$ cat config.mk
export PLATFORM = sky130hd
export DESIGN_NAME = ctl3w_slave
export DESIGN_NICKNAME = d
export VERILOG_FILES = /design/src/rtl/ctl3w_pkg.sv /design/src/rtl/ctl3w_edge.sv /design/src/rtl/ctl3w_shift.sv /design/src/rtl/ctl3w_regs.sv /design/src/rtl/ctl3w_slave.sv
export SDC_FILE = /design/constraint.sdc
export NUM_CORES = 1
export LEC_CHECK = 0
export ABC_AREA = 1
export BUFFER_PORTS_ARGS = -buffer_cell sky130_fd_sc_hd__buf_4
export CAP_MARGIN = 40
export CELL_PAD_IN_SITES_DETAIL_PLACEMENT = 1
export CELL_PAD_IN_SITES_GLOBAL_PLACEMENT = 2
export CORE_MARGIN = 3
export CORE_UTILIZATION = 30
export DETAILED_ROUTE_END_ITERATION = 10
export GPL_TIMING_DRIVEN = 0
export PLACE_DENSITY = 0.85
export REMOVE_ABC_BUFFERS = 1
export SLEW_MARGIN = 10
export SYNTH_ARGS = -nofsm -noshare
export SYNTH_HDL_FRONTEND = slang
export SYNTH_SLANG_ARGS = --single-unit
$ cat constraint.sdc
create_clock -name clk -period 4.2 [get_ports clk]
set_input_delay 0.21 -clock clk [delete_from_list [all_inputs] [get_ports clk]]
set_output_delay 0.21 -clock clk [all_outputs]
set_load 0.005 [all_outputs]
$ cat src/rtl/ctl3w_pkg.sv
package ctl3w_pkg;
    typedef enum logic [1:0] {
        S_ADDR = 2'd0,
        S_WR   = 2'd1,
        S_RD   = 2'd2,
        S_SKIP = 2'd3
    } ctl_state_e;

    localparam logic [1:0] SEL_SOUND  = 2'b00;
    localparam logic [1:0] SEL_PEAK   = 2'b01;
    localparam logic [1:0] SEL_STATUS = 2'b10;
    localparam logic [1:0] SEL_NONE   = 2'b11;

    localparam logic [7:0] STATUS_RST = 8'h03;
    localparam logic [7:0] SOUND_RST  = 8'h00;
endpackage

$ cat src/rtl/ctl3w_edge.sv
module ctl3w_edge (
    input  logic clk,
    input  logic rst_n,
    input  logic sig,
    output logic rise,
    output logic fall
);
    logic sig_q;

    always_ff @(posedge clk) begin
        if (!rst_n) sig_q <= 1'b0;
        else        sig_q <= sig;
    end

    assign rise = sig & ~sig_q;
    assign fall = ~sig & sig_q;
endmodule

$ cat src/rtl/ctl3w_shift.sv
module ctl3w_shift #(
    parameter int BYTE_W = 8
) (
    input  logic              clk,
    input  logic              rst_n,
    input  logic              clr,
    input  logic              shift_en,
    input  logic              din,
    output logic              byte_done,
    output logic [BYTE_W-1:0] byte_val,
    output logic              idle
);
    localparam int CNT_W = $clog2(BYTE_W);
    localparam logic [CNT_W-1:0] LAST = CNT_W'(BYTE_W - 1);

    logic [CNT_W-1:0]  cnt;
    logic [BYTE_W-1:0] sh;

    always_ff @(posedge clk) begin
        if (!rst_n || clr) begin
            cnt <= '0;
            sh  <= '0;
        end else if (shift_en) begin
            sh  <= {din, sh[BYTE_W-1:1]};
            cnt <= (cnt == LAST) ? '0 : cnt + 1'b1;
        end
    end

    assign byte_done = shift_en && (cnt == LAST);
    assign byte_val  = {din, sh[BYTE_W-1:1]};
    assign idle      = (cnt == '0);
endmodule

$ cat src/rtl/ctl3w_regs.sv
module ctl3w_regs
    import ctl3w_pkg::*;
(
    input  logic       clk,
    input  logic       rst_n,
    input  logic       wr_status,
    input  logic       wr_sound,
    input  logic [7:0] wdata,
    output logic [7:0] status_q,
    output logic [7:0] sound_q,
    output logic       adc_en,
    output logic       dac_en,
    output logic [2:0] fmt_sel,
    output logic       mute,
    output logic [1:0] filt_mode
);
    always_ff @(posedge clk) begin
        if (!rst_n) begin
            status_q <= STATUS_RST;
            sound_q  <= SOUND_RST;
        end else begin
            if (wr_status) status_q <= wdata;
            if (wr_sound)  sound_q  <= wdata;
        end
    end

    always_comb begin
        adc_en  = status_q[1];
        dac_en  = status_q[0];
        fmt_sel = status_q[4:2];
        mute    = sound_q[2];
        unique case (sound_q[1:0])
            2'b00:        filt_mode = 2'd0;
            2'b11:        filt_mode = 2'd2;
            default:      filt_mode = 2'd1;
        endcase
    end

    assert_one_target_R4: assert property (@(posedge clk) disable iff (!rst_n)
        $onehot0({wr_status, wr_sound}));
endmodule

$ cat src/rtl/ctl3w_slave.sv
module ctl3w_slave
    import ctl3w_pkg::*;
#(
    parameter int          PEAK_W   = 6,
    parameter logic [5:0]  DEV_ADDR = 6'h05
) (
    input  logic              clk,
    input  logic              rst_n,
    input  logic              bus_mode,
    input  logic              bus_clk,
    input  logic              bus_din,
    input  logic [PEAK_W-1:0] peak_level,
    output logic              bus_dout,
    output logic [7:0]        status_q,
    output logic [7:0]        sound_q,
    output logic              adc_en,
    output logic              dac_en,
    output logic [2:0]        fmt_sel,
    output logic              mute,
    output logic [1:0]        filt_mode
);
    localparam int BYTE_W = 8;

    ctl_state_e        state, nxt;
    logic              clk_rise, clk_fall_unused, mode_rise, mode_fall;
    logic              shift_en, byte_done, sh_idle;
    logic [BYTE_W-1:0] byte_val;
    logic              wr_status, wr_sound;
    logic              addr_ok;
    logic [1:0]        sel_q;
    logic [PEAK_W-1:0] rd_sh;

    ctl3w_edge u_clk_edge (
        .clk(clk), .rst_n(rst_n), .sig(bus_clk),
        .rise(clk_rise), .fall(clk_fall_unused)
    );
    ctl3w_edge u_mode_edge (
        .clk(clk), .rst_n(rst_n), .sig(bus_mode),
        .rise(mode_rise), .fall(mode_fall)
    );

    ctl3w_shift #(.BYTE_W(BYTE_W)) u_shift (
        .clk(clk), .rst_n(rst_n), .clr(mode_rise | mode_fall),
        .shift_en(shift_en), .din(bus_din),
        .byte_done(byte_done), .byte_val(byte_val), .idle(sh_idle)
    );

    ctl3w_regs u_regs (
        .clk(clk), .rst_n(rst_n), .wr_status(wr_status), .wr_sound(wr_sound),
        .wdata(byte_val), .status_q(status_q), .sound_q(sound_q),
        .adc_en(adc_en), .dac_en(dac_en), .fmt_sel(fmt_sel),
        .mute(mute), .filt_mode(filt_mode)
    );

    // state register
    always_ff @(posedge clk) begin
        if (!rst_n) state <= S_ADDR;
        else        state <= nxt;
    end

    // next state
    always_comb begin
        nxt = state;
        unique case (state)
            S_ADDR: if (mode_rise) begin
                if (!addr_ok || sel_q == SEL_NONE) nxt = S_SKIP;
                else if (sel_q == SEL_PEAK)        nxt = S_RD;
                else                               nxt = S_WR;
            end
            S_WR, S_RD, S_SKIP: if (mode_fall) nxt = S_ADDR;
            default: nxt = S_ADDR;
        endcase
    end

    // outputs
    always_comb begin
        shift_en  = 1'b0;
        wr_status = 1'b0;
        wr_sound  = 1'b0;
        bus_dout  = 1'b0;
        unique case (state)
            S_ADDR: shift_en = clk_rise && !bus_mode;
            S_WR: begin
                shift_en  = clk_rise && !mode_fall;
                wr_status = byte_done && (sel_q == SEL_STATUS);
                wr_sound  = byte_done && (sel_q == SEL_SOUND);
            end
            S_RD:   bus_dout = rd_sh[0];
            S_SKIP: ;
            default: ;
        endcase
    end

    // address decode and read-out shifter
    always_ff @(posedge clk) begin
        if (!rst_n) begin
            addr_ok <= 1'b0;
            sel_q   <= SEL_NONE;
            rd_sh   <= '0;
        end else begin
            if (mode_fall) addr_ok <= 1'b0;
            else if (state == S_ADDR && byte_done) begin
                addr_ok <= (byte_val[7:2] == DEV_ADDR);
                sel_q   <= byte_val[1:0];
            end
            if (state == S_ADDR && nxt == S_RD) rd_sh <= peak_level;
            else if (state == S_RD && clk_rise) rd_sh <= rd_sh >> 1;
        end
    end

    assert_partial_drop_R3: assert property (@(posedge clk) disable iff (!rst_n)
        mode_fall |=> sh_idle);
    assert_commit_only_in_write_R5: assert property (@(posedge clk) disable iff (!rst_n)
        (state != S_WR) |=> ($stable(status_q) && $stable(sound_q)));
    assert_quiet_outside_read_R9: assert property (@(posedge clk) disable iff (!rst_n)
        (state != S_RD) |-> !bus_dout);
    assert_read_capture_R8: assert property (@(posedge clk) disable iff (!rst_n)
        (state == S_RD && $past(state) == S_ADDR) |-> (bus_dout == $past(peak_level[0])));
    assert_return_to_addr_R2: assert property (@(posedge clk) disable iff (!rst_n)
        (state != S_ADDR && mode_fall) |=> (state == S_ADDR));
endmodule

# Yosys cells after proc, flatten, opt, wreduce, memory -nomap -nowiden
# Cells that the tools add are included.
[totals]
regBits = 40
latch_bits = 0
ramBits = 0
mem_bits_ro = 0
in_bits = 11
out_inout_bits = 25
word_cells = 64
memories = 0
[op_classes]
addsub = 1
n_mul = 0
div_mod_pow = 0
n_lt_le_gt_ge = 0
eq_ne = 10
n_shift = 0
muxes = 13
bitwise = 9
n_reduce_logical = 21
[op_table]
columns = ["cell", "count"]
rows = [
  ["equality test 2 bit, second input constant", 6],
  ["two-way mux 6 bit", 2],
  ["logical AND 1 bit", 8],
  ["two-way mux 2 bit", 4],
  ["case mux 2 bit (2 select lines)", 2],
  ["equality test 6 x 3 -> 1 bit, second input constant", 1],
  ["logical NOT 2 bit", 3],
  ["NOT 1 bit", 5],
  ["equality test 2 x 1 -> 1 bit, second input constant", 2],
  ["logical NOT 1 bit", 4],
  ["adder 3 x 1 -> 3 bit, second input constant", 1],
  ["bitwise AND 1 bit", 3],
  ["equality test 3 bit, second input constant", 1],
  ["two-way mux 1 bit", 3],
  ["two-way mux 3 bit", 1],
  ["OR reduction 3 bit", 1],
  ["logical OR 1 bit", 2],
  ["case mux 1 bit (2 select lines)", 1],
  ["AND reduction 2 bit", 1],
  ["nonzero test 2 bit", 1],
  ["OR reduction 2 bit", 1],
  ["OR 1 bit", 1],
]

# Logic depth before layout (Yosys ltp)
# Gate-level depths: netlist of the first run.
[logic_depth]
ltp_word = 8
ltp_mapped = 12
mapped_depth_nobuf = 11

# By module
# Synthesis of the first run repeated with hierarchy kept, for this count alone.
[unflattened]
cells_unflattened = 259
hier_area_um2 = 1851.8
[modules_own_cells]
columns = ["mod", "instances", "cells_per_inst", "area_each_um2"]
rows = [
  ["ctl3w_regs", 1, 99, 699.4],
  ["ctl3w_slave", 1, 90, 636.9],
  ["ctl3w_shift", 1, 56, 425.4],
  ["ctl3w_edge", 2, 7, 45.0],
]

# Worst setup path after synthesis of the first run
# Ideal clock, no wire load.
[synth_timing]
kind = "reg2reg"
from = "register u_mode_edge.sig_q"
to = "register u_regs.sound_q[2]"
arrival_ps = 1257
required_ps = 4090
slack_ps = 2833
stages_incl_launch_ff = 11
period_less_slack_ps = 1367
path_cell_list = "dfxtp_1 > ha_1 > nand2_1 > clkinv_1 > nor2_1 > nand2_2 > nor2_4 > buf_4 > nand3_1 > nand2_1 > nor2_1"
[synth_via]
elab_chain_len = 7
[synth_rtl]
columns = ["element", "line", "source"]
rows = [
  ["start, declared", "ctl3w_edge.sv:8", "logic sig_q;"],
  ["start signal, assigned", "ctl3w_edge.sv:12", "else sig_q <= sig;"],
  ["bitwise AND 1 bit", "ctl3w_edge.sv:16", "assign fall = ~sig & sig_q;"],
  ["logical NOT 1 bit", "ctl3w_slave.sv:84", "shift_en = clk_rise && !mode_fall;"],
  ["logical AND 1 bit", "ctl3w_slave.sv:84", ""],
  ["case mux 1 bit (2 select lines)", "ctl3w_slave.sv:81", "unique case (state)"],
  ["logical AND 1 bit", "ctl3w_shift.sv:29", "assign byte_done = shift_en && (cnt == LAST);"],
  ["logical AND 1 bit", "ctl3w_slave.sv:86", "wr_sound = byte_done && (sel_q == SEL_SOUND);"],
  ["two-way mux 1 bit", "ctl3w_slave.sv:81", ""],
  ["end signal, assigned", "ctl3w_regs.sv:23", "if (wr_sound) sound_q <= wdata;"],
  ["end, declared", "ctl3w_regs.sv:10", "output logic [7:0] sound_q,"],
]
# Every way passes these cells.
# A chain may end at the register's enable or synchronous reset.

# Final worst setup path of the first run
[layout_timing]
from = "register u_mode_edge.sig_q"
to = "register u_regs.sound_q[7]"
# Same word-level chain as after synthesis.

==> implementation parameters, run 1 <==
Parameter                              Value

Timing
  Final critical path time including I/O delays and setup ... 1.82 ns
  Number of endpoints with negative hold slack in the final report ... 0
  Setup violation total in the final timing report ... 0
  Rel. slew slack ... 68.0%
  Max Fclk ... 0.550 GHz
  Period utilization ... 43.3%
  Setup repair after global routing missed its margin ... no
  Final setup skew ... 0.00785 ns
  Final sum of negative setup slack ... 0 ns
  Least-Margin Pin Slew ... 0.479 ns
  Max-slew violation count ... 0

Place
  Area post-placement ... 0.00219 mm2
  PortBufs ... 35
  DP HPWL ... 3240 um
  Placer Congestion ... 0.721

Outcome
  Status ... complete, no violations

Synthesis
  Top cells by area, synth ... sky130_fd_sc_hd__dfxtp_1 (41%), sky130_fd_sc_hd__nand2_1 (11%), sky130_fd_sc_hd__inv_1 (10%)
  Sequential fraction of the synthesis area ... 40.8%
  Syn_area_per_cell ... 6.98 um2
  Most numerous cell in the Yosys netlist ... sky130_fd_sc_hd__nand2_1
  Largest family of logic cells by synthesized area ... simple AND/OR/NAND/NOR gates
  Primary FF master, synth ... sky130_fd_sc_hd__dfxtp_1
  Post-synthesis adder-cell area fraction ... 3.27%
  Number of library cell types mapped by synthesis ... 27
  Seq cells post-synth ... 39
  Synthesized cell area ... 0.00191 mm2
  Portion of netlist area occupied by mux cells ... 0%
  Number of synthesis warnings ... 0
  Share of the synthesized area in the top cell type ... 40.8%
  Area fraction in compound gates after synthesis ... 7.85%
  Post-Synth XOR/XNOR Area ... 0%
  Top cells by count, synth ... sky130_fd_sc_hd__nand2_1 (54), sky130_fd_sc_hd__inv_1 (52), sky130_fd_sc_hd__dfxtp_1 (39), sky130_fd_sc_hd__nand3_1 (37), sky130_fd_sc_hd__nor2_1 (26)
  Async set or reset register ratio after synthesis ... 0%
  Count of flip-flops with a built-in enable after synthesis ... 0
  Most area-hungry cell type in the Yosys netlist ... sky130_fd_sc_hd__dfxtp_1
  Synthesized-area fraction occupied by and/or/nand/nor cells ... 33.2%
  Cell count after synthesis ... 274

Pwr
  Sequential group share of total power ... 54.7%
  Internal ... 0.514 mW
  Pwr dens ... 308 mW/mm2
  Switching power of the nets ... 0.188 mW
  Static leakage ... 1.11 nW
  Largest vdd supply drop ... 0.000130 V
  Switching part of the total power ... 26.8%
  Portion of total power attributed to combinational logic ... 9.2%
  Clock power share ... 36.1%

Global route
  GR Overflow Total ... 0
  Wire length of the first global-routing pass ... 7760 um
  GRT Overall Usage ... 13.2%
  Vias in the first global route ... 1,626
  Maximum number of pins on one net before global-route repair ... 24
  Number of antenna violations at the first check in global routing ... 0

Worst setup path
  Kind of capture point of the worst setup path ... register
  Data arrival at the endpoint of the critical path ... 2.06 ns
  Standard cell with the maximum stage delay on the critical path ... sky130_fd_sc_hd__nor2_4
  Startpoint of the worst setup timing path ... u_mode_edge.sig_q
  Data required time of the critical path ... 4.44 ns
  Ordered cell list for the critical path ... ha_1, nand2_1, clkinv_1, nor2_1, nand2_2, nor2_4, nand2_2, nand2_1, inv_1, nor2_1
  Worst Path Buf+Inv ... 2
  Cell depth of the worst flop-to-flop path ... 10
  Peak fanout along the critical path ... 22
  Critical path class ... register to register
  Top delay family on crit path ... simple AND/OR/NAND/NOR gates
  Origin of the critical flop-to-flop path ... u_mode_edge.sig_q
  Largest stage delay, worst path ... 0.39 ns
  Critical path destination ... u_regs.sound_q[7]
  R2R setup slack ... 2.38 ns
  Endpoint of the worst-slack reg-to-reg timing path ... u_regs.sound_q[7]
  Startpoint Class ... register
  Cell depth of the worst setup path ... 10

Clocking
  CTS Buffer Depth ... 2
  TritonCTS clock tree ... yes
  Post-cts gate resize count ... 0
  Number of buffers added for setup after CTS ... 0
  Later-pin clock latency in the skew report ... 0.30 ns
  Number of clock sinks ... 39
  Total number of H-tree levels ... 2
  Cts bufs inserted ... 5
  Buffer cell driving the clock tree root ... sky130_fd_sc_hd__clkbuf_8
  Quantity of hold-fixing buffers added after cts ... 0
  Clock-pin slew on the worst setup and hold paths ... 0.08 ns

Finish
  Layout net count ... 321
  Sequential cell area ... 781 um2
  Number of filler instances in the final layout ... 790
  Layout-stage area growth over the synthesis result ... 19.1%
  Post-layout instance area ... 0.00228 mm2
  Count of antenna diodes in the layout ... 0
  Layout cells sized above 1 ... 18.3%
  Multi-input logic area ... 848 um2

Detailed routing
  Via density per instance ... 4.59
  Mean routed wirelength per cell ... 11.7 um
  Total routed wirelength ... 4470 um
  DRC violation total after the first TritonRoute iteration ... 41
  Pre-antenna DRT Iters ... 4
  Remaining antenna violation count after routing ... 0
  DR DRC count ... 0
  Via count ... 1,749

Floorplan
  Vert. Die Dim ... 85.8 um
  # IOs ... 36
  Die width ... 85.8 um
  Die footprint ... 0.00737 mm2
  Core ar. ... 0.00606 mm2
  Starting density of the core ... 31.5%
  Cell Rows ... 28

Worst hold path
  Hold_sp ... bus_clk
  Path class of the lowest-slack min-delay path ... input pin to register

Run
  Reported max-cap violation count ... 0
==> worst min path at each step <==
stage / end / slack, ns / cells past startpoint
detailed placement: u_clk_edge.sig_q / 0.42 / 3
CTS: u_clk_edge.sig_q / 0.10 / 3
floorplan: u_regs.status_q[0] / 0.29 / 1
finish: u_clk_edge.sig_q / 0.11 / 3
global placement: u_clk_edge.sig_q / 0.41 / 3
global route: u_clk_edge.sig_q / 0.14 / 3
==> flip-flops by register name, summed over array words and instances (netlist names) <==
register,flops
u_mode_edge.sig_q,1
rd_sh,6
u_shift.cnt,3
sel_q,2
state,2
u_regs.sound_q,8
u_clk_edge.sig_q,1
addr_ok,1
u_shift.sh,7
u_regs.status_q,8
==> cells in the final DEF, fill, tap and decap left out, drive strengths merged <==
cell type and instances:
o211a 1, a22o 1, o21ai 10, nand3b 4
ha 5, a21oi 14, and3 1, clkbuf 6
nor2 33, nand3 37, nand4 4, clkinvlp 1
a22oi 1, buf 35, dfxtp 39, nand2 58
clkinv 2, inv 54
==> metrics by stage <==
step	power, mW	setup WS (ns)	utilization (%)	std cells	hold slack [ns]
2_1_floorplan	0.432	2.69	-	263	0.294
3_3_place_gp	0.457	2.30	36.2	373	0.407
3_5_place_dp	0.458	2.28	36.2	373	0.418
4_1_cts	0.717	2.35	37.6	381	0.105
5_1_grt	0.741	2.13	37.6	381	0.139
6_report	0.702	2.38	37.6	381	0.113
==> layout make-up <==
class                   instances  share of cell area [%]
repair buffers                 35                    11.5
clock inverters                 2                   0.549
flip-flops and latches         39                    34.3
inverters                      55                    9.07
well taps                      75                    4.12
multi-input cells             169                    37.3
clock buffers                   6                    3.19
==> power groups by stage <==
stage / clock network (mW) / logic (mW) / registers (mW)
CTS: 0.268 / 0.0653 / 0.384
global route: 0.282 / 0.0739 / 0.386
detailed placement: 0 / 0.0649 / 0.393
global placement: 0 / 0.0640 / 0.393
finish: 0.253 / 0.0645 / 0.384
floorplan: 0 / 0.0414 / 0.391
==> cell families after synthesis <==
group	count (synthesis)
simple gates	137
buf+inv	66
flops	39
compound gates	27
fa+ha+maj	5
==> worst register-to-register path: stages, from the launching register on <==
cell and delay, ns:
sky130_fd_sc_hd__dfxtp_1 0.32, sky130_fd_sc_hd__ha_1 0.22, sky130_fd_sc_hd__nand2_1 0.10, sky130_fd_sc_hd__clkinv_1 0.06, sky130_fd_sc_hd__nor2_1 0.11, sky130_fd_sc_hd__nand2_2 0.10
sky130_fd_sc_hd__nor2_4 0.39, sky130_fd_sc_hd__nand2_2 0.23, sky130_fd_sc_hd__nand2_1 0.11, sky130_fd_sc_hd__inv_1 0.04, sky130_fd_sc_hd__nor2_1 0.08
==> per-layer routing <==
layer / vias to the layer above / global-route usage, % / part of all wire [%]
met5: - / 0 / 0
met4: 0 / 5.61 / 1.7
met3: 9 / 2.69 / 4.2
met2: 33 / 20.3 / 45
met1: 801 / 18.1 / 49
li1: 906 / - / -
Note: power is estimated with default switching activity, not from simulation.
==> run 2: changes to the inputs <==
--- a/config.mk
+++ b/config.mk
@@ -5,7 +5,7 @@
 export SDC_FILE = /design/constraint.sdc
 export NUM_CORES = 1
 export LEC_CHECK = 0
-export ABC_AREA = 1
+export ABC_AREA = 0
 export BUFFER_PORTS_ARGS = -buffer_cell sky130_fd_sc_hd__buf_4
 export CAP_MARGIN = 40
 export CELL_PAD_IN_SITES_DETAIL_PLACEMENT = 1
@@ -14,7 +14,7 @@
 export CORE_UTILIZATION = 30
 export DETAILED_ROUTE_END_ITERATION = 10
 export GPL_TIMING_DRIVEN = 0
-export PLACE_DENSITY = 0.85
+export PLACE_DENSITY = 0.8
 export REMOVE_ABC_BUFFERS = 1
 export SLEW_MARGIN = 10
 export SYNTH_ARGS = -nofsm -noshare
==> constraint.sdc (replaced) <==
create_clock -name clk -period 1.8 [get_ports clk]
set_input_delay 0.09 -clock clk [delete_from_list [all_inputs] [get_ports clk]]
set_output_delay 0.09 -clock clk [all_outputs]
set_load 0.005 [all_outputs]
==> run 2 against run 1 <==
The run now ends with setup timing left. Die area decreased by 4.9%. Worst setup slack got worse by 2.5 ns. Sequential share of layout area decreased by 0.14 points. Final cell count decreased by 21%. Non-clock buffer count increased by 7. Via count decreased by 12%. Clock power increased to 3.0 times the previous value. Routed wire length decreased by 0.72%. Cell area increased by 1.2%. Synthesized area decreased by 5.3%. Utilization increased by 3.0 points. Largest cell class unchanged. Highest routed layer unchanged.
==> implementation parameters, run 2 <==
Parameter                              Value

Worst setup path
  Data arrival at the endpoint of the critical path ... 2.12 ns
  Data required time of the critical path ... 1.99 ns
  Startpoint Class ... register
  R2R setup slack ... -0.13 ns
  Peak fanout along the critical path ... 6
  Cell depth of the worst flop-to-flop path ... 6
  Critical path class ... register to register
  Endpoint of the worst-slack reg-to-reg timing path ... u_regs.status_q[4]
  Startpoint of the worst setup timing path ... u_shift.cnt[0]
  Origin of the critical flop-to-flop path ... u_shift.cnt[0]
  Kind of capture point of the worst setup path ... register

Place
  PortBufs ... 35
  Placer Congestion ... 0.707
  DP HPWL ... 3000 um
  Worst slack after detailed placement ... -0.311 ns

Finish
  Count of antenna diodes in the layout ... 0
  Largest registers ... u_regs.sound_q: 8 flops, u_regs.status_q: 8 flops, u_shift.sh: 7 flops
  Commonest cells after routing, fill and taps aside ... sky130_fd_sc_hd__buf_4 (39), sky130_fd_sc_hd__dfxtp_1 (36), sky130_fd_sc_hd__nand2_1 (29), sky130_fd_sc_hd__mux2i_1 (16), sky130_fd_sc_hd__nand3_1 (15)
  Most frequent standard cell in the layout excluding fill and tap cells ... sky130_fd_sc_hd__buf_4
  Layout cells sized above 1 ... 28.8%
  Layout-stage area growth over the synthesis result ... 27.3%
  Layout net count ... 244

Global route
  GR Overflow Total ... 0
  Layer carrying the most global-route usage ... met2
  Met3 Use GR ... 4.54%
  Global-route track usage on met1 ... 16.6%
  Wire length of the first global-routing pass ... 7490 um
  GRT Overall Usage ... 13.1%
  GR Util met2 ... 21.4%
  Number of antenna violations at the first check in global routing ... 0
  Vias in the first global route ... 1,555
  Maximum number of pins on one net before global-route repair ... 49

Synthesis
  Most numerous cell in the Yosys netlist ... sky130_fd_sc_hd__dfxtp_1
  Count of flip-flops with a built-in enable after synthesis ... 0
  Most area-hungry cell type in the Yosys netlist ... sky130_fd_sc_hd__dfxtp_1
  Top cells by area, synth ... sky130_fd_sc_hd__dfxtp_1 (43%), sky130_fd_sc_hd__mux2i_1 (8.8%), sky130_fd_sc_hd__nand2_1 (6.0%)
  Share of the synthesized area in the top cell type ... 43.1%
  Async set or reset register ratio after synthesis ... 0%
  Syn_area_per_cell ... 9.10 um2
  Primary FF master, synth ... sky130_fd_sc_hd__dfxtp_1
  Cell count after synthesis ... 199
  Seq cells post-synth ... 39
  Synthesized cell area ... 0.00181 mm2
  Sequential fraction of the synthesis area ... 43.1%
  Top cells by count, synth ... sky130_fd_sc_hd__dfxtp_1 (39), sky130_fd_sc_hd__nand2_1 (29), sky130_fd_sc_hd__mux2i_1 (16), sky130_fd_sc_hd__nand3_1 (15), sky130_fd_sc_hd__o21ai_0 (12)
  Number of library cell types mapped by synthesis ... 38
  Number of synthesis warnings ... 0

Pwr
  Total power ... 1.79 mW
  Static leakage ... 0.907 nW
  Largest vdd supply drop ... 0.000360 V
  Pwr dens ... 776 mW/mm2

Timing
  Setup violation total in the final timing report ... 7
  Rel. slew slack ... 50.7%
  Max-slew violation count ... 0
  Minimum setup slack in the final design ... -0.129 ns
  Least-Margin Pin Slew ... 0.719 ns
  Setup repair after global routing missed its margin ... yes
  Max Fclk ... 0.518 GHz
  Final critical path time including I/O delays and setup ... 1.93 ns
  Number of endpoints with negative hold slack in the final report ... 0
  Period utilization ... 107%
  Final setup skew ... 0.00508 ns
  Final sum of negative setup slack ... -0.774 ns
  Final Hold Slack ... 0.0247 ns

Clocking
  Buffer cell driving the clock tree root ... sky130_fd_sc_hd__clkbuf_8
  Cts bufs inserted ... 5
  TritonCTS clock tree ... yes
  CTS Buffer Depth ... 2
  Later-pin clock latency in the skew report ... 0.30 ns
  Total number of H-tree levels ... 2
  Clock-pin slew on the worst setup and hold paths ... 0.08 ns
  Quantity of hold-fixing buffers added after cts ... 0
  Number of clock sinks ... 39

Worst hold path
  Worst Hold End ... u_clk_edge.sig_q
  Worst hold path depth ... 2
  Path class of the lowest-slack min-delay path ... input pin to register
  Hold_sp ... bus_clk

Floorplan
  Die footprint ... 0.00700 mm2
  Core ar. ... 0.00568 mm2
  Starting density of the core ... 31.9%
  Cell Rows ... 27
  # IOs ... 36
  Vert. Die Dim ... 83.7 um
  Die width ... 83.7 um

Detailed routing
  Total routed wirelength ... 4440 um
  Pre-antenna DRT Iters ... 4
  DR DRC count ... 0
  Mean routed wirelength per cell ... 14.7 um
  Via density per instance ... 5.09
  Via count ... 1,531
  Remaining antenna violation count after routing ... 0
  DRC violation total after the first TritonRoute iteration ... 90

Outcome
  Violations in the final reports ... setup timing
  Status ... finished with violations

Run
  Reported max-cap violation count ... 0
==> run 2: layout make-up <==
| class | count | area [um2] |
|---|---|---|
| inverters | 6 | 22.5 |
| clock buffers | 6 | 82.6 |
| clock inverters | 2 | 35.0 |
| fillers | 663 | 3370 |
| multi-input cells | 134 | 966 |
| flip-flops and latches | 39 | 787 |
| repair buffers | 42 | 322 |
| well taps | 72 | 90.1 |
==> run 2: where the power goes <==
| part | leakage (nW) | switching, mW | internal (mW) |
|---|---|---|---|
| Sequential | 0.317 | 0.0178 | 0.870 |
| Clock | 0.0612 | 0.320 | 0.449 |
| Combinational | 0.529 | 0.0840 | 0.0476 |
| Total | 0.907 | 0.422 | 1.37 |
==> run 2: logic make-up (layout without fill, tap and decap cells) <==
group / Yosys count / after routing / synth area share, %
AO/OA/AOI/OAI: 38 / 38 / 13.1
adder cells (fa/ha/maj): 5 / 5 / 3.46
buffers and inverters: 26 / 56 / 7.53
flip-flops: 39 / 39 / 43.1
multiplexers: 17 / 17 / 9.47
AND/OR/NAND/NOR: 74 / 74 / 23.4
==> run 2: stage by stage <==
step	std cells	util, %	instance area, um2
2_1_floorplan	179	-	1700
3_3_place_gp	286	36.1	2050
3_5_place_dp	288	36.3	2060
4_1_cts	299	39.7	2260
5_1_grt	301	40.6	2300
6_report	301	40.6	2300
==> run 2: worst max-delay path, cell delays in order, from the launching register on <==
cell and delay (ns):
sky130_fd_sc_hd__dfxtp_4 0.37, sky130_fd_sc_hd__ha_4 0.13, sky130_fd_sc_hd__ha_4 0.12, sky130_fd_sc_hd__or4bb_4 0.45, sky130_fd_sc_hd__or4_4 0.47, sky130_fd_sc_hd__buf_12 0.17
sky130_fd_sc_hd__mux2i_1 0.11
==> run 2: metal layers <==
metal | up-vias | part of all wire [%]
met5 | - | 0
met4 | 0 | 0.63
met3 | 3 | 5.4
met2 | 34 | 46
met1 | 731 | 48
li1 | 763 | -
==> run 2: how the worst max path moves through the flow <==
stage                          to  slack (ns)  depth (start not counted)
2_1_floorplan  u_regs.status_q[2]       -0.08                          5
3_3_place_gp    u_regs.sound_q[1]       -0.28                          3
3_5_place_dp    u_regs.sound_q[0]       -0.31                          3
4_1_cts        u_regs.status_q[0]       -0.24                          5
5_1_grt        u_regs.status_q[2]       -0.19                          4
6_report       u_regs.status_q[4]       -0.13                          6
==> run 2: what timing repair did <==
action	in CTS	in global routing
setup endpoints to repair	18	18
resized for setup	12	7
gates cloned	0	0
setup buffers	3	2
pin swaps	4	3
==> run 3: changes to the inputs <==
--- a/config.mk
+++ b/config.mk
@@ -10,12 +10,12 @@
 export CAP_MARGIN = 40
 export CELL_PAD_IN_SITES_DETAIL_PLACEMENT = 1
 export CELL_PAD_IN_SITES_GLOBAL_PLACEMENT = 2
-export CORE_MARGIN = 3
 export CORE_UTILIZATION = 30
 export DETAILED_ROUTE_END_ITERATION = 10
 export GPL_TIMING_DRIVEN = 0
 export PLACE_DENSITY = 0.8
 export REMOVE_ABC_BUFFERS = 1
+export SKIP_CTS_REPAIR_TIMING = 1
 export SLEW_MARGIN = 10
 export SYNTH_ARGS = -nofsm -noshare
 export SYNTH_HDL_FRONTEND = slang
==> run 3 against run 2 <==
The flow still finishes with violations (setup timing). Clock power down 15%. Worst setup slack got worse by 0.14 ns. Clock-buffer cell count up 2. Via count is 2.1% higher. Final cell count fell by 0.66%. Worst hold slack gained 0.011 ns. Sequential cell count stayed put. Fmax fell by 6.8%. Critical endpoint is now u_regs.status_q[1]. Highest routed layer unchanged.
==> implementation parameters, run 3 (synthesis results as in run 2) <==
Parameter                              Value

Timing
  Setup violation total in the final timing report ... 8
  Max-slew violation count ... 0
  Max Fclk ... 0.483 GHz
  Period utilization ... 115%
  Final Hold Slack ... 0.0358 ns
  Setup repair after global routing missed its margin ... yes
  Least-Margin Pin Slew ... 0.812 ns
  Final critical path time including I/O delays and setup ... 2.07 ns
  Rel. slew slack ... 44.3%
  Final setup skew ... 0.00320 ns
  Number of endpoints with negative hold slack in the final report ... 0
  Minimum setup slack in the final design ... -0.269 ns

Finish
  Layout net count ... 242
  Most frequent standard cell in the layout excluding fill and tap cells ... sky130_fd_sc_hd__buf_4
  Largest registers ... u_regs.sound_q: 8 flops, u_regs.status_q: 8 flops, u_shift.sh: 7 flops
  Count of antenna diodes in the layout ... 0
  Number of standard cells in the layout, taps in and fillers out ... 299
  Layout-stage area growth over the synthesis result ... 24.6%
  Commonest cells after routing, fill and taps aside ... sky130_fd_sc_hd__buf_4 (38), sky130_fd_sc_hd__dfxtp_1 (37), sky130_fd_sc_hd__nand2_1 (29), sky130_fd_sc_hd__mux2i_1 (16), sky130_fd_sc_hd__nand3_1 (15)
  Post-layout instance area ... 0.00226 mm2
  Layout cells sized above 1 ... 27.3%

Clocking
  Clock-pin slew on the worst setup and hold paths ... 0.07 ns
  Number of clock sinks ... 39
  Later-pin clock latency in the skew report ... 0.29 ns
  Total number of H-tree levels ... 2
  TritonCTS clock tree ... yes
  Buffer cell driving the clock tree root ... sky130_fd_sc_hd__clkbuf_8
  CTS Buffer Depth ... 2
  Cts bufs inserted ... 5

Detailed routing
  Total routed wirelength ... 4470 um
  Mean routed wirelength per cell ... 14.9 um
  DR DRC count ... 0
  Remaining antenna violation count after routing ... 0
  Pre-antenna DRT Iters ... 4
  DRC violation total after the first TritonRoute iteration ... 58
  Via density per instance ... 5.23
  Via count ... 1,563

Floorplan
  Die width ... 79.7 um
  # IOs ... 36
  Starting density of the core ... 31.9%
  Die footprint ... 0.00635 mm2
  Core ar. ... 0.00568 mm2
  Cell Rows ... 27
  Vert. Die Dim ... 79.7 um

Global route
  Maximum number of pins on one net before global-route repair ... 49
  GR Overflow Total ... 0
  GRT Overall Usage ... 14.7%
  Vias in the first global route ... 1,478
  Number of antenna violations at the first check in global routing ... 0
  Wire length of the first global-routing pass ... 7130 um

Worst setup path
  Data required time of the critical path ... 2.01 ns
  Critical path class ... register to register
  R2R setup slack ... -0.27 ns
  Startpoint Class ... register
  Kind of capture point of the worst setup path ... register
  Peak fanout along the critical path ... 8
  Data arrival at the endpoint of the critical path ... 2.28 ns

Pwr
  Static leakage ... 0.880 nW
  Pwr dens ... 742 mW/mm2
  Total power ... 1.67 mW
  Largest vdd supply drop ... 0.000319 V

Place
  PortBufs ... 35
  Post-Place Cells ... 288
  Worst slack after detailed placement ... -0.297 ns
  DP HPWL ... 2900 um
  Area post-placement ... 0.00206 mm2
  Placer Congestion ... 0.733

Worst hold path
  Path class of the lowest-slack min-delay path ... input pin to register

Run
  Reported max-cap violation count ... 0

Outcome
  Status ... finished with violations
  Violations in the final reports ... setup timing
==> run 3: cell count changes in the layout (fill, tap and decap cells not counted), sizes merged <==
cell	change
buf	-2
clkbuf	+2
bufinv	-1
clkinv	-1
==> run 3: layer usage <==
| layer | vias up | track usage (%) | part of all wire, % | routed length [um] |
|---|---|---|---|---|
| met1 | 768 | 18.8 | 49 | 2210 |
| met4 | 0 | 4.91 | 1.2 | 53 |
| met3 | 5 | 4.11 | 4.2 | 186 |
| met5 | - | 0 | 0 | 0 |
| met2 | 34 | 23.7 | 45 | 2020 |
| li1 | 756 | - | - | - |
==> run 3: critical path, stage by stage, from the launching register on <==
cell and delay, ns:
sky130_fd_sc_hd__dfxtp_2 0.36, sky130_fd_sc_hd__ha_4 0.14, sky130_fd_sc_hd__ha_4 0.13, sky130_fd_sc_hd__or4bb_4 0.47, sky130_fd_sc_hd__or4_4 0.66, sky130_fd_sc_hd__o211ai_1 0.23
==> run 3: path summary, 6_finish.rpt <==
kind                                    startpoint                  to  depth (start not counted)
worst max-delay path                u_shift.cnt[0]  u_regs.status_q[1]                          5
worst min-delay path                       bus_clk    u_clk_edge.sig_q                          2
worst max register to register      u_shift.cnt[0]  u_regs.status_q[1]                          5
worst min register to register  u_regs.status_q[5]  u_regs.status_q[5]                          2
==> run 3: area by class of cell <==
cell class	count	area, um2
inverter	6	22.5
clock buffer	8	100
sequential	39	783
tap	72	90.1
multi-input combinational	134	965
timing repair buffer	40	295
fill	670	3420
==> run 3: through the flow <==
stage / TNS (ns) / util [%]
floorplan: -0.628 / -
global placement: -3.80 / 36.1
detailed placement: -3.56 / 36.3
CTS: -3.76 / 38.1
global route: -2.33 / 39.7
finish: -1.91 / 39.7
==> run 3: where the power goes <==
group          leakage, nW  internal [mW]  switching [mW]
clock               0.0515          0.350           0.302
combinational        0.513         0.0485          0.0847
sequential           0.316          0.871          0.0182
total                0.880           1.27           0.405
